<file path="src/rtl/pfs_pkg.sv">
package pfs_pkg;

  localparam int unsigned DEF_ADDR_W   = 16;
  localparam int unsigned DEF_DATA_W   = 8;
  localparam logic [15:0] DEF_TOP_ADDR = 16'hF7FF;
  localparam logic [7:0]  DEF_NOP      = 8'h00;
  localparam logic [7:0]  DEF_SEED     = 8'hA5;

  typedef enum logic {
    SRC_EXTERNAL = 1'b0,
    SRC_INTERNAL = 1'b1
  } fetch_src_e;

endpackage

</file>
<file path="src/rtl/pfs_mode_latch.sv">
module pfs_mode_latch
  import pfs_pkg::*;
(
  input  logic       clk,
  input  logic       rst_n,
  input  logic       strap_i,
  output fetch_src_e src_o
);

  fetch_src_e src_q;

  // the strap is followed only while reset is held
  always_ff @(posedge clk) begin
    if (!rst_n) begin
      src_q <= strap_i ? SRC_INTERNAL : SRC_EXTERNAL;
    end
  end

  assign src_o = src_q;

  assert_mode_held_R2: assert property (@(posedge clk) disable iff (!rst_n)
    $past(rst_n) |-> $stable(src_q));

endmodule

</file>
<file path="src/rtl/pfs_int_store.sv">
module pfs_int_store #(
  parameter int unsigned ADDR_W   = 16,
  parameter int unsigned DATA_W   = 8,
  parameter logic [ADDR_W-1:0] TOP_ADDR = 16'hF7FF,
  parameter logic [DATA_W-1:0] NOP_BYTE = 8'h00,
  parameter logic [DATA_W-1:0] SEED     = 8'hA5
) (
  input  logic              clk,
  input  logic              rst_n,
  input  logic              rd_en_i,
  input  logic [ADDR_W-1:0] rd_addr_i,
  output logic [DATA_W-1:0] rd_data_o,
  output logic              rd_valid_o,
  output logic              rd_was_nop_o
);

  localparam int unsigned HALF_W = DATA_W / 2;
  localparam logic [ADDR_W-1:0] ADDR_MAX = '1;
  localparam bit HAS_WINDOW = (TOP_ADDR != ADDR_MAX);

  // content of the on-chip code store, computed from the address
  function automatic logic [DATA_W-1:0] code_byte(input logic [ADDR_W-1:0] a);
    logic [DATA_W-1:0] lo;
    logic [DATA_W-1:0] hi;
    logic [DATA_W-1:0] rot;
    lo  = a[DATA_W-1:0];
    hi  = DATA_W'(a >> DATA_W);
    rot = {lo[HALF_W-1:0], lo[DATA_W-1:HALF_W]};
    return rot ^ hi ^ SEED;
  endfunction

  logic in_window;

  generate
    if (HAS_WINDOW) begin : g_window
      assign in_window = (rd_addr_i > TOP_ADDR);
    end else begin : g_nowindow
      assign in_window = 1'b0;
    end
  endgenerate

  logic [DATA_W-1:0] data_q;
  logic              valid_q;
  logic              nop_q;

  always_ff @(posedge clk) begin
    if (!rst_n) begin
      data_q  <= '0;
      valid_q <= 1'b0;
      nop_q   <= 1'b0;
    end else begin
      valid_q <= rd_en_i;
      nop_q   <= rd_en_i && in_window;
      if (rd_en_i) begin
        data_q <= in_window ? NOP_BYTE : code_byte(rd_addr_i);
      end
    end
  end

  assign rd_data_o    = data_q;
  assign rd_valid_o   = valid_q;
  assign rd_was_nop_o = nop_q;

  assert_window_nop_R4: assert property (@(posedge clk) disable iff (!rst_n)
    (rd_en_i && in_window) |=> (rd_valid_o && rd_data_o == NOP_BYTE));

  assert_read_latency_R3: assert property (@(posedge clk) disable iff (!rst_n)
    rd_en_i |=> rd_valid_o);

endmodule

</file>
<file path="src/rtl/pfs_ext_port.sv">
module pfs_ext_port #(
  parameter int unsigned ADDR_W = 16,
  parameter int unsigned DATA_W = 8
) (
  input  logic              clk,
  input  logic              rst_n,
  input  logic              start_i,
  input  logic [ADDR_W-1:0] start_addr_i,
  output logic              busy_o,
  output logic              xbus_req_o,
  output logic [ADDR_W-1:0] xbus_addr_o,
  input  logic              xbus_ack_i,
  input  logic [DATA_W-1:0] xbus_rdata_i,
  output logic              done_o,
  output logic [DATA_W-1:0] done_data_o
);

  logic              req_q;
  logic [ADDR_W-1:0] addr_q;
  logic              done_q;
  logic [DATA_W-1:0] data_q;
  logic              handshake;
  logic              launch;

  assign handshake = req_q && xbus_ack_i;
  assign launch    = start_i && !req_q;

  always_ff @(posedge clk) begin
    if (!rst_n) begin
      req_q  <= 1'b0;
      addr_q <= '0;
      done_q <= 1'b0;
      data_q <= '0;
    end else begin
      done_q <= handshake;
      if (handshake) begin
        req_q  <= 1'b0;
        data_q <= xbus_rdata_i;
      end else if (launch) begin
        req_q  <= 1'b1;
        addr_q <= start_addr_i;
      end
    end
  end

  assign busy_o      = req_q;
  assign xbus_req_o  = req_q;
  assign xbus_addr_o = addr_q;
  assign done_o      = done_q;
  assign done_data_o = data_q;

  assert_bus_hold_R6: assert property (@(posedge clk) disable iff (!rst_n)
    (xbus_req_o && !xbus_ack_i) |=> (xbus_req_o && $stable(xbus_addr_o)));

  assert_bus_release_R7: assert property (@(posedge clk) disable iff (!rst_n)
    (xbus_req_o && xbus_ack_i) |=> (!xbus_req_o && done_o));

  assert_no_requeue_R8: assert property (@(posedge clk) disable iff (!rst_n)
    (xbus_req_o && start_i) |=> $stable(xbus_addr_o));

endmodule

</file>
<file path="src/rtl/fetch_src_sel.sv">
module fetch_src_sel
  import pfs_pkg::*;
#(
  parameter int unsigned ADDR_W = DEF_ADDR_W,
  parameter int unsigned DATA_W = DEF_DATA_W,
  parameter logic [ADDR_W-1:0] TOP_ADDR = DEF_TOP_ADDR,
  parameter logic [DATA_W-1:0] NOP_BYTE = DEF_NOP,
  parameter logic [DATA_W-1:0] SEED     = DEF_SEED
) (
  input  logic              clk,
  input  logic              rst_n,
  input  logic              strap_i,
  input  logic              fetch_req_i,
  input  logic [ADDR_W-1:0] fetch_addr_i,
  output logic [DATA_W-1:0] fetch_rdata_o,
  output logic              fetch_valid_o,
  output logic              xbus_req_o,
  output logic [ADDR_W-1:0] xbus_addr_o,
  input  logic              xbus_ack_i,
  input  logic [DATA_W-1:0] xbus_rdata_i
);

  fetch_src_e src;
  logic       ext_busy;
  logic       fetch_accept;
  logic       int_launch;
  logic       ext_launch;
  logic [DATA_W-1:0] int_data;
  logic       int_valid;
  logic       int_nop;
  logic [DATA_W-1:0] ext_data;
  logic       ext_done;

  pfs_mode_latch u_mode (
    .clk     (clk),
    .rst_n   (rst_n),
    .strap_i (strap_i),
    .src_o   (src)
  );

  // named fetch events
  assign fetch_accept = fetch_req_i && !ext_busy;
  assign int_launch   = fetch_accept && (src == SRC_INTERNAL);
  assign ext_launch   = fetch_accept && (src == SRC_EXTERNAL);

  pfs_int_store #(
    .ADDR_W   (ADDR_W),
    .DATA_W   (DATA_W),
    .TOP_ADDR (TOP_ADDR),
    .NOP_BYTE (NOP_BYTE),
    .SEED     (SEED)
  ) u_int (
    .clk          (clk),
    .rst_n        (rst_n),
    .rd_en_i      (int_launch),
    .rd_addr_i    (fetch_addr_i),
    .rd_data_o    (int_data),
    .rd_valid_o   (int_valid),
    .rd_was_nop_o (int_nop)
  );

  pfs_ext_port #(
    .ADDR_W (ADDR_W),
    .DATA_W (DATA_W)
  ) u_ext (
    .clk          (clk),
    .rst_n        (rst_n),
    .start_i      (ext_launch),
    .start_addr_i (fetch_addr_i),
    .busy_o       (ext_busy),
    .xbus_req_o   (xbus_req_o),
    .xbus_addr_o  (xbus_addr_o),
    .xbus_ack_i   (xbus_ack_i),
    .xbus_rdata_i (xbus_rdata_i),
    .done_o       (ext_done),
    .done_data_o  (ext_data)
  );

  assign fetch_valid_o = int_valid || ext_done;
  assign fetch_rdata_o = int_valid ? int_data : ext_data;

  assert_no_rollover_R5: assert property (@(posedge clk) disable iff (!rst_n)
    (src == SRC_INTERNAL) |-> !xbus_req_o);

  assert_single_source_R9: assert property (@(posedge clk) disable iff (!rst_n)
    $onehot0({int_valid, ext_done}));

  assert_nop_only_internal_R4: assert property (@(posedge clk) disable iff (!rst_n)
    int_nop |-> (src == SRC_INTERNAL && fetch_valid_o));

  assert_ext_launch_R6: assert property (@(posedge clk) disable iff (!rst_n)
    ext_launch |=> (xbus_req_o && xbus_addr_o == $past(fetch_addr_i)));

  assert_stream_R10: assert property (@(posedge clk) disable iff (!rst_n)
    int_launch |=> fetch_valid_o);

endmodule

</file>
<file path="config.mk">
export PLATFORM = sky130hd
export DESIGN_NAME = fetch_src_sel
export DESIGN_NICKNAME = d
export VERILOG_FILES = /design/src/rtl/pfs_pkg.sv /design/src/rtl/pfs_mode_latch.sv /design/src/rtl/pfs_int_store.sv /design/src/rtl/pfs_ext_port.sv /design/src/rtl/fetch_src_sel.sv
export SDC_FILE = /design/constraint.sdc
export NUM_CORES = 1
export LEC_CHECK = 0
export ABC_AREA = 1
export BUFFER_PORTS_ARGS = -buffer_cell sky130_fd_sc_hd__buf_2
export CAP_MARGIN = 20
export CORE_MARGIN = 10
export CORE_UTILIZATION = 52
export CTS_CLUSTER_SIZE = 16
export DETAILED_ROUTE_END_ITERATION = 16
export PLACE_DENSITY = 0.83
export SYNTH_ARGS = -nofsm -noshare
export SYNTH_HDL_FRONTEND = slang
export SYNTH_SLANG_ARGS = --single-unit
</file>
<file path="constraint.sdc">
create_clock -name clk -period 3.3 [get_ports clk]
set_input_delay 0.99 -clock clk [delete_from_list [all_inputs] [get_ports clk]]
set_output_delay 0.99 -clock clk [all_outputs]
set_load 0.02 [all_outputs]
</file>
==> results of run 1 <==
==> through the flow <==
stage	utilization	instance area [um^2]	cells	setup WS, ns
after floorplan	-	1550	219	1.28
after global placement	0.649	1820	297	1.37
after detailed placement	0.649	1820	297	1.37
after CTS	0.677	1900	305	0.980
after global routing	0.677	1900	305	0.785
final	0.677	1900	305	0.994
==> per-layer routing <==
layer	routed length, um	GRT usage
met3	234	0.0519
met5	0	0
met1	1390	0.138
met2	1670	0.217
met4	76	0.0651
==> kinds of logic (layout without fill, tap and decap cells) <==
group           Yosys count  in the layout  share of synthesized area
flops                    36             36                      0.472
buf+inv                  51            106                      0.132
compound gates           57             57                      0.187
simple gates             75             75                      0.210
==> critical path, stage by stage (launching register included) <==
cell	delay (ns)
dfxtp_1	0.60
nand2_1	0.09
o21ai_0	0.09
buf_2	0.20
==> state kept, by name, summed over array words and instances, names as in the netlist <==
signal             cells
u_ext.busy_o           1
u_ext.done_o           1
u_int.rd_valid_o       1
u_mode.src_o           1
u_int.rd_data_o        8
u_ext.xbus_addr_o     16
u_ext.done_data_o      8
==> layout make-up <==
type	count	area [um^2]
Clock buffer	5	37.5
Clock inverter	3	41.3
Fill cell	277	907
Inverter	44	165
Multi-Input combinational cell	132	614
Sequential cell	36	731
Tap cell	31	38.8
Timing Repair Buffer	54	270
==> cell usage after synthesis, drive strengths merged <==
library cell / n
clkinv: 2
o21ai: 32
inv: 42
edfxtp: 1
dfxtp: 35
clkbuf: 2
nand3b: 1
buf: 5
or2: 1
nand3: 2
nand2: 61
nor2: 10
a21oi: 25
==> final timing paths <==
path,startpoint,endpoint,slack (ns),cells after the start
max,u_int.rd_valid_o$_SDFF_PN0_,fetch_rdata_o[4],0.99,3
min,u_ext.xbus_addr_o[0]$_SDFFE_PN0P_,u_ext.xbus_addr_o[0]$_SDFFE_PN0P_,0.45,2
max reg2reg,u_mode.src_o$_DFFE_PN_,u_ext.xbus_addr_o[5]$_SDFFE_PN0P_,2.08,3
min reg2reg,u_ext.xbus_addr_o[0]$_SDFFE_PN0P_,u_ext.xbus_addr_o[0]$_SDFFE_PN0P_,0.45,2
==> where the power goes <==
group / switching, mW / internal, mW
registers: 0.0145 / 0.465
clock network: 0.147 / 0.159
logic: 0.0956 / 0.0540
total: 0.257 / 0.678
==> impl_metrics.json, run 1 <==
{
  "drt_iter0_markers": 75,
  "die_w_um": 74.6,
  "numPortBuffers": 54,
  "netlist_instances": 219,
  "gp_congestion": 0.762,
  "overflow": 0,
  "clock_sinks": 36,
  "clk_latency_ns": 0.34,
  "hold_viol": 0,
  "pin_count": 55,
  "fin_total_pwr_uw": 935,
  "grtUsageTotal": 0.129,
  "worst_hold_slack_ns": 0.446,
  "area_growth_syn_to_layout_pct": 22.5,
  "grt_pass1_wl_um": 5680,
  "avgSynthCellArea_um2": 7.07,
  "vias": 1432,
  "cp-end-kind": "output port",
  "die_height_um": 74.6,
  "coreArea_mm2": 0.00281,
  "synth_area_mm2": 0.00155,
  "synthTopCellsByArea": "dfxtp_1 45%, nand2_1 15%, o21ai_0 10%",
  "yosys.area.top_type": "dfxtp_1",
  "fin_crit_ns": 2.31,
  "ys_seq_area_frac": 0.472,
  "mostFrequentLayoutCells": "60 x nand2_1, 54 x buf_2, 41 x inv_1",
  "final.period_utilization": 0.699,
  "clock_path_buffers": 2,
  "p_leak_nw": 0.948,
  "min_path_type": "reg -> reg",
  "die-area_mm2": 0.00556,
  "worst-endpoint-arrival_ns": 1.32,
  "relSlewSlack": 0.713,
  "cellPowerDensity_mw_per_mm2": 492,
  "mostFrequentLayoutCell": "nand2_1",
  "fmax_mhz": 434,
  "synth-seq-cells": 36,
  "start_kind": "register",
  "antenna_found_initial": 0,
  "grt_max_degree": 34,
  "tightest_slew_ns": 0.430,
  "clock_tree.root_cell": "clkbuf_4",
  "path_max_fanout": 17,
  "postCtsSetupRepairBufs": 0,
  "synth.distinct_cells": 20,
  "post_cts_resized": 0,
  "wl_per_cell_um": 11.1,
  "ant_nets": 0,
  "nets": 302,
  "cp.required_ns": 2.31,
  "syn_nets": 248,
  "path_clk_slew_ns": 0.11,
  "ys_warn_count": 0,
  "initial_core_util": 0.552,
  "setup_tns_ns": 0,
  "status": "completed",
  "setup_viol": 0,
  "drive_gt1_frac": 0.252,
  "cts_max_level": 2,
  "max-vdd-ir-drop_uv": 272,
  "wirelength_um": 3370,
  "rows": 19,
  "first_pass_iters": 4,
  "rsz0062_at_grt": "no",
  "cts_buffers": 5,
  "path_class": "reg -> out",
  "grt_pass1_vias": 1316,
  "routed_via_density": 4.70,
  "route.detailed.drc": 0,
  "cap_violations": 0,
  "cts_hold_buf": 0,
  "finalClockSkew_ns": 0.00687,
  "timing.final.max_slew_violations": 0,
  "synth_top_area_frac": 0.452,
  "cts_tree": "yes",
  "place.detailed.hpwl_um": 2670,
  "antennaDiodeCount": 0
}
Power figures use the tool's default switching activity.
==> run 2, diff against run 1 <==
Settings changed: ABC_AREA 1 to 0, CORE_UTILIZATION 52 to 42, PLACE_DENSITY 0.83 to 0.73.
Clock period 3.3 ns to 1.9 ns, I/O delays scaled along.
==> impl_metrics.json, run 2 <==
{
  "status": "completed",
  "cts_buffers": 5,
  "path_clk_slew_ns": 0.11,
  "route.detailed.drc": 0,
  "regArea_um2": 734,
  "mostFrequentLayoutCells": "54 x buf_2, 41 x nand2_1, 34 x dfxtp_1",
  "postCtsSetupRepairBufs": 0,
  "wirelength_um": 3620,
  "grt_max_degree": 28,
  "cap_violations": 0,
  "synth-edff-count": 1,
  "synth-seq-cells": 36,
  "ys_async_sr_fraction": 0,
  "cp-end-kind": "output port",
  "cts_max_level": 2,
  "synth_top_area_frac": 0.496,
  "cts_hold_buf": 0,
  "cellPowerDensity_mw_per_mm2": 826,
  "overflow": 0,
  "fmax_mhz": 549,
  "coreArea_mm2": 0.00313,
  "fin_crit_ns": 1.82,
  "path_class": "reg -> out",
  "clock_sinks": 36,
  "clk_latency_ns": 0.34,
  "numPortBuffers": 54,
  "drive_gt1_frac": 0.362,
  "area_growth_syn_to_layout_pct": 25.4,
  "timing.final.max_slew_violations": 0,
  "grt_pass1_vias": 1275,
  "start_kind": "register",
  "antenna_found_initial": 0,
  "swShare": 0.272,
  "vias": 1211,
  "p_clk_frac": 0.293,
  "die_height_um": 78.0,
  "die-area_mm2": 0.00608,
  "synth_commonest_cells": "41 x nand2_1, 35 x dfxtp_1, 25 x a21oi_1",
  "netlist_instances": 154,
  "fill_cells": 298,
  "ant_nets": 0,
  "clock_tree.root_cell": "clkbuf_4",
  "pin_count": 55,
  "min_path_type": "in -> reg",
  "synth.distinct_cells": 26,
  "ys.flop_type": "dfxtp_1",
  "relSlewSlack": 0.588,
  "first_pass_iters": 4,
  "largest_reg_flops": 16,
  "p_seq_frac": 0.563,
  "grt_pass1_wl_um": 6020,
  "worst-endpoint-arrival_ns": 1.25,
  "cp.required_ns": 1.33,
  "drt_iter0_markers": 37,
  "p_leak_nw": 0.799,
  "syn_nets": 183,
  "ys_warn_count": 0,
  "initial_core_util": 0.451,
  "yosysMostFrequentCell": "nand2_1",
  "synthTopCellsByArea": "dfxtp_1 50%, nand2_1 11%, a21oi_1 8.9%",
  "clock_path_buffers": 2,
  "antennaDiodeCount": 0,
  "avgSynthCellArea_um2": 9.16,
  "finalClockSkew_ns": 0.0103,
  "multi_input_area_um2": 629,
  "yosys.area.top_type": "dfxtp_1",
  "max-vdd-ir-drop_uv": 395,
  "rsz0062_at_grt": "no",
  "fin_total_pwr_mw": 1.46,
  "reg2reg_slack_ns": 0.31,
  "routed_via_density": 4.77,
  "pwr-share-comb": 0.144,
  "setup_viol": 0,
  "tightest_slew_ns": 0.619,
  "die_w_um": 78.0,
  "place.detailed.hpwl_um": 2760,
  "internal-power_mw": 1.06,
  "rows": 20,
  "gp_congestion": 0.717,
  "setup_tns_ns": 0,
  "nets": 238,
  "ys_seq_area_frac": 0.518,
  "grtUsageTotal": 0.120,
  "cts_tree": "yes",
  "hold_viol": 0,
  "synth_area_mm2": 0.00141,
  "mostFrequentLayoutCell": "buf_2",
  "p_sw_uw": 398,
  "wl_per_cell_um": 14.3,
  "path_max_fanout": 9,
  "final.period_utilization": 0.959
}
## run 2: cell count changes after synthesis, sizes merged, moves of 6 or more
cell / delta
a22o: +8
nand3: +6
nand2: -20
nor2: -9
inv: -40
mux2: +8
o21ai: -32
## run 2: cells by family after synthesis
logic type             share of synthesized area
AND/OR/NAND/NOR                            0.179
XOR/XNOR                                  0.0496
flip-flops                                 0.518
buffers and inverters                     0.0363
multiplexers                              0.0638
AO/OA/AOI/OAI                              0.153
## run 2: layout make-up
class / count / share of cell area
multi-input cells: 108 / 0.355
clock buffers: 8 / 0.0332
inverters: 2 / 0.00424
repair buffers: 56 / 0.161
well taps: 44 / 0.0311
flip-flops and latches: 36 / 0.415
## run 2: timing repair
action,in CTS,in global routing
resized for setup,1,1
endpoints found under the setup margin,8,8
pin swaps,0,0
gates cloned,0,0
## run 2: power groups by stage
| stage | sequential (mW) | clock [mW] | combinational, mW |
|---|---|---|---|
| floorplan | 0.853 | 0 | 0.112 |
| global placement | 0.841 | 0 | 0.209 |
| detailed placement | 0.841 | 0 | 0.211 |
| CTS | 0.824 | 0.437 | 0.212 |
| global route | 0.829 | 0.462 | 0.233 |
| finish | 0.823 | 0.429 | 0.210 |
## run 2: final timing paths
kind | from | to | depth (start not counted)
max | u_int.rd_valid_o$_SDFF_PN0_ | fetch_rdata_o[1] | 2
min | strap_i | u_mode.src_o$_DFFE_PN_ | 1
max reg2reg | u_ext.busy_o$_SDFFE_PP0P_ | u_ext.xbus_addr_o[11]$_SDFFE_PN0P_ | 3
min reg2reg | u_ext.xbus_addr_o[9]$_SDFFE_PN0P_ | u_ext.xbus_addr_o[9]$_SDFFE_PN0P_ | 2
## run 2: worst max-delay path, stage by stage, from the launching register on
cell,delay [ns]
dfxtp_4,0.42
mux2_2,0.34
buf_2,0.16
## run 2: metal layers
metal,vias to the layer above,share of wire,track usage
met5,-,0,0
met4,0,0.0030,0.0484
met3,4,0.11,0.0645
met2,56,0.39,0.166
met1,518,0.49,0.152
li1,633,-,-
## run 2: per-stage QoR
stage / cell area (um^2) / hold slack (ns) / utilization / cells / worst slack (ns)
after floorplan: 1410 / 0.434 / - / 154 / 0.333
after global placement: 1710 / 0.440 / 0.546 / 246 / 0.251
after detailed placement: 1710 / 0.445 / 0.546 / 246 / 0.223
after CTS: 1770 / 0.390 / 0.565 / 254 / 0.00979
after global routing: 1770 / 0.380 / 0.566 / 254 / 0.00369
final: 1770 / 0.400 / 0.566 / 254 / 0.0787
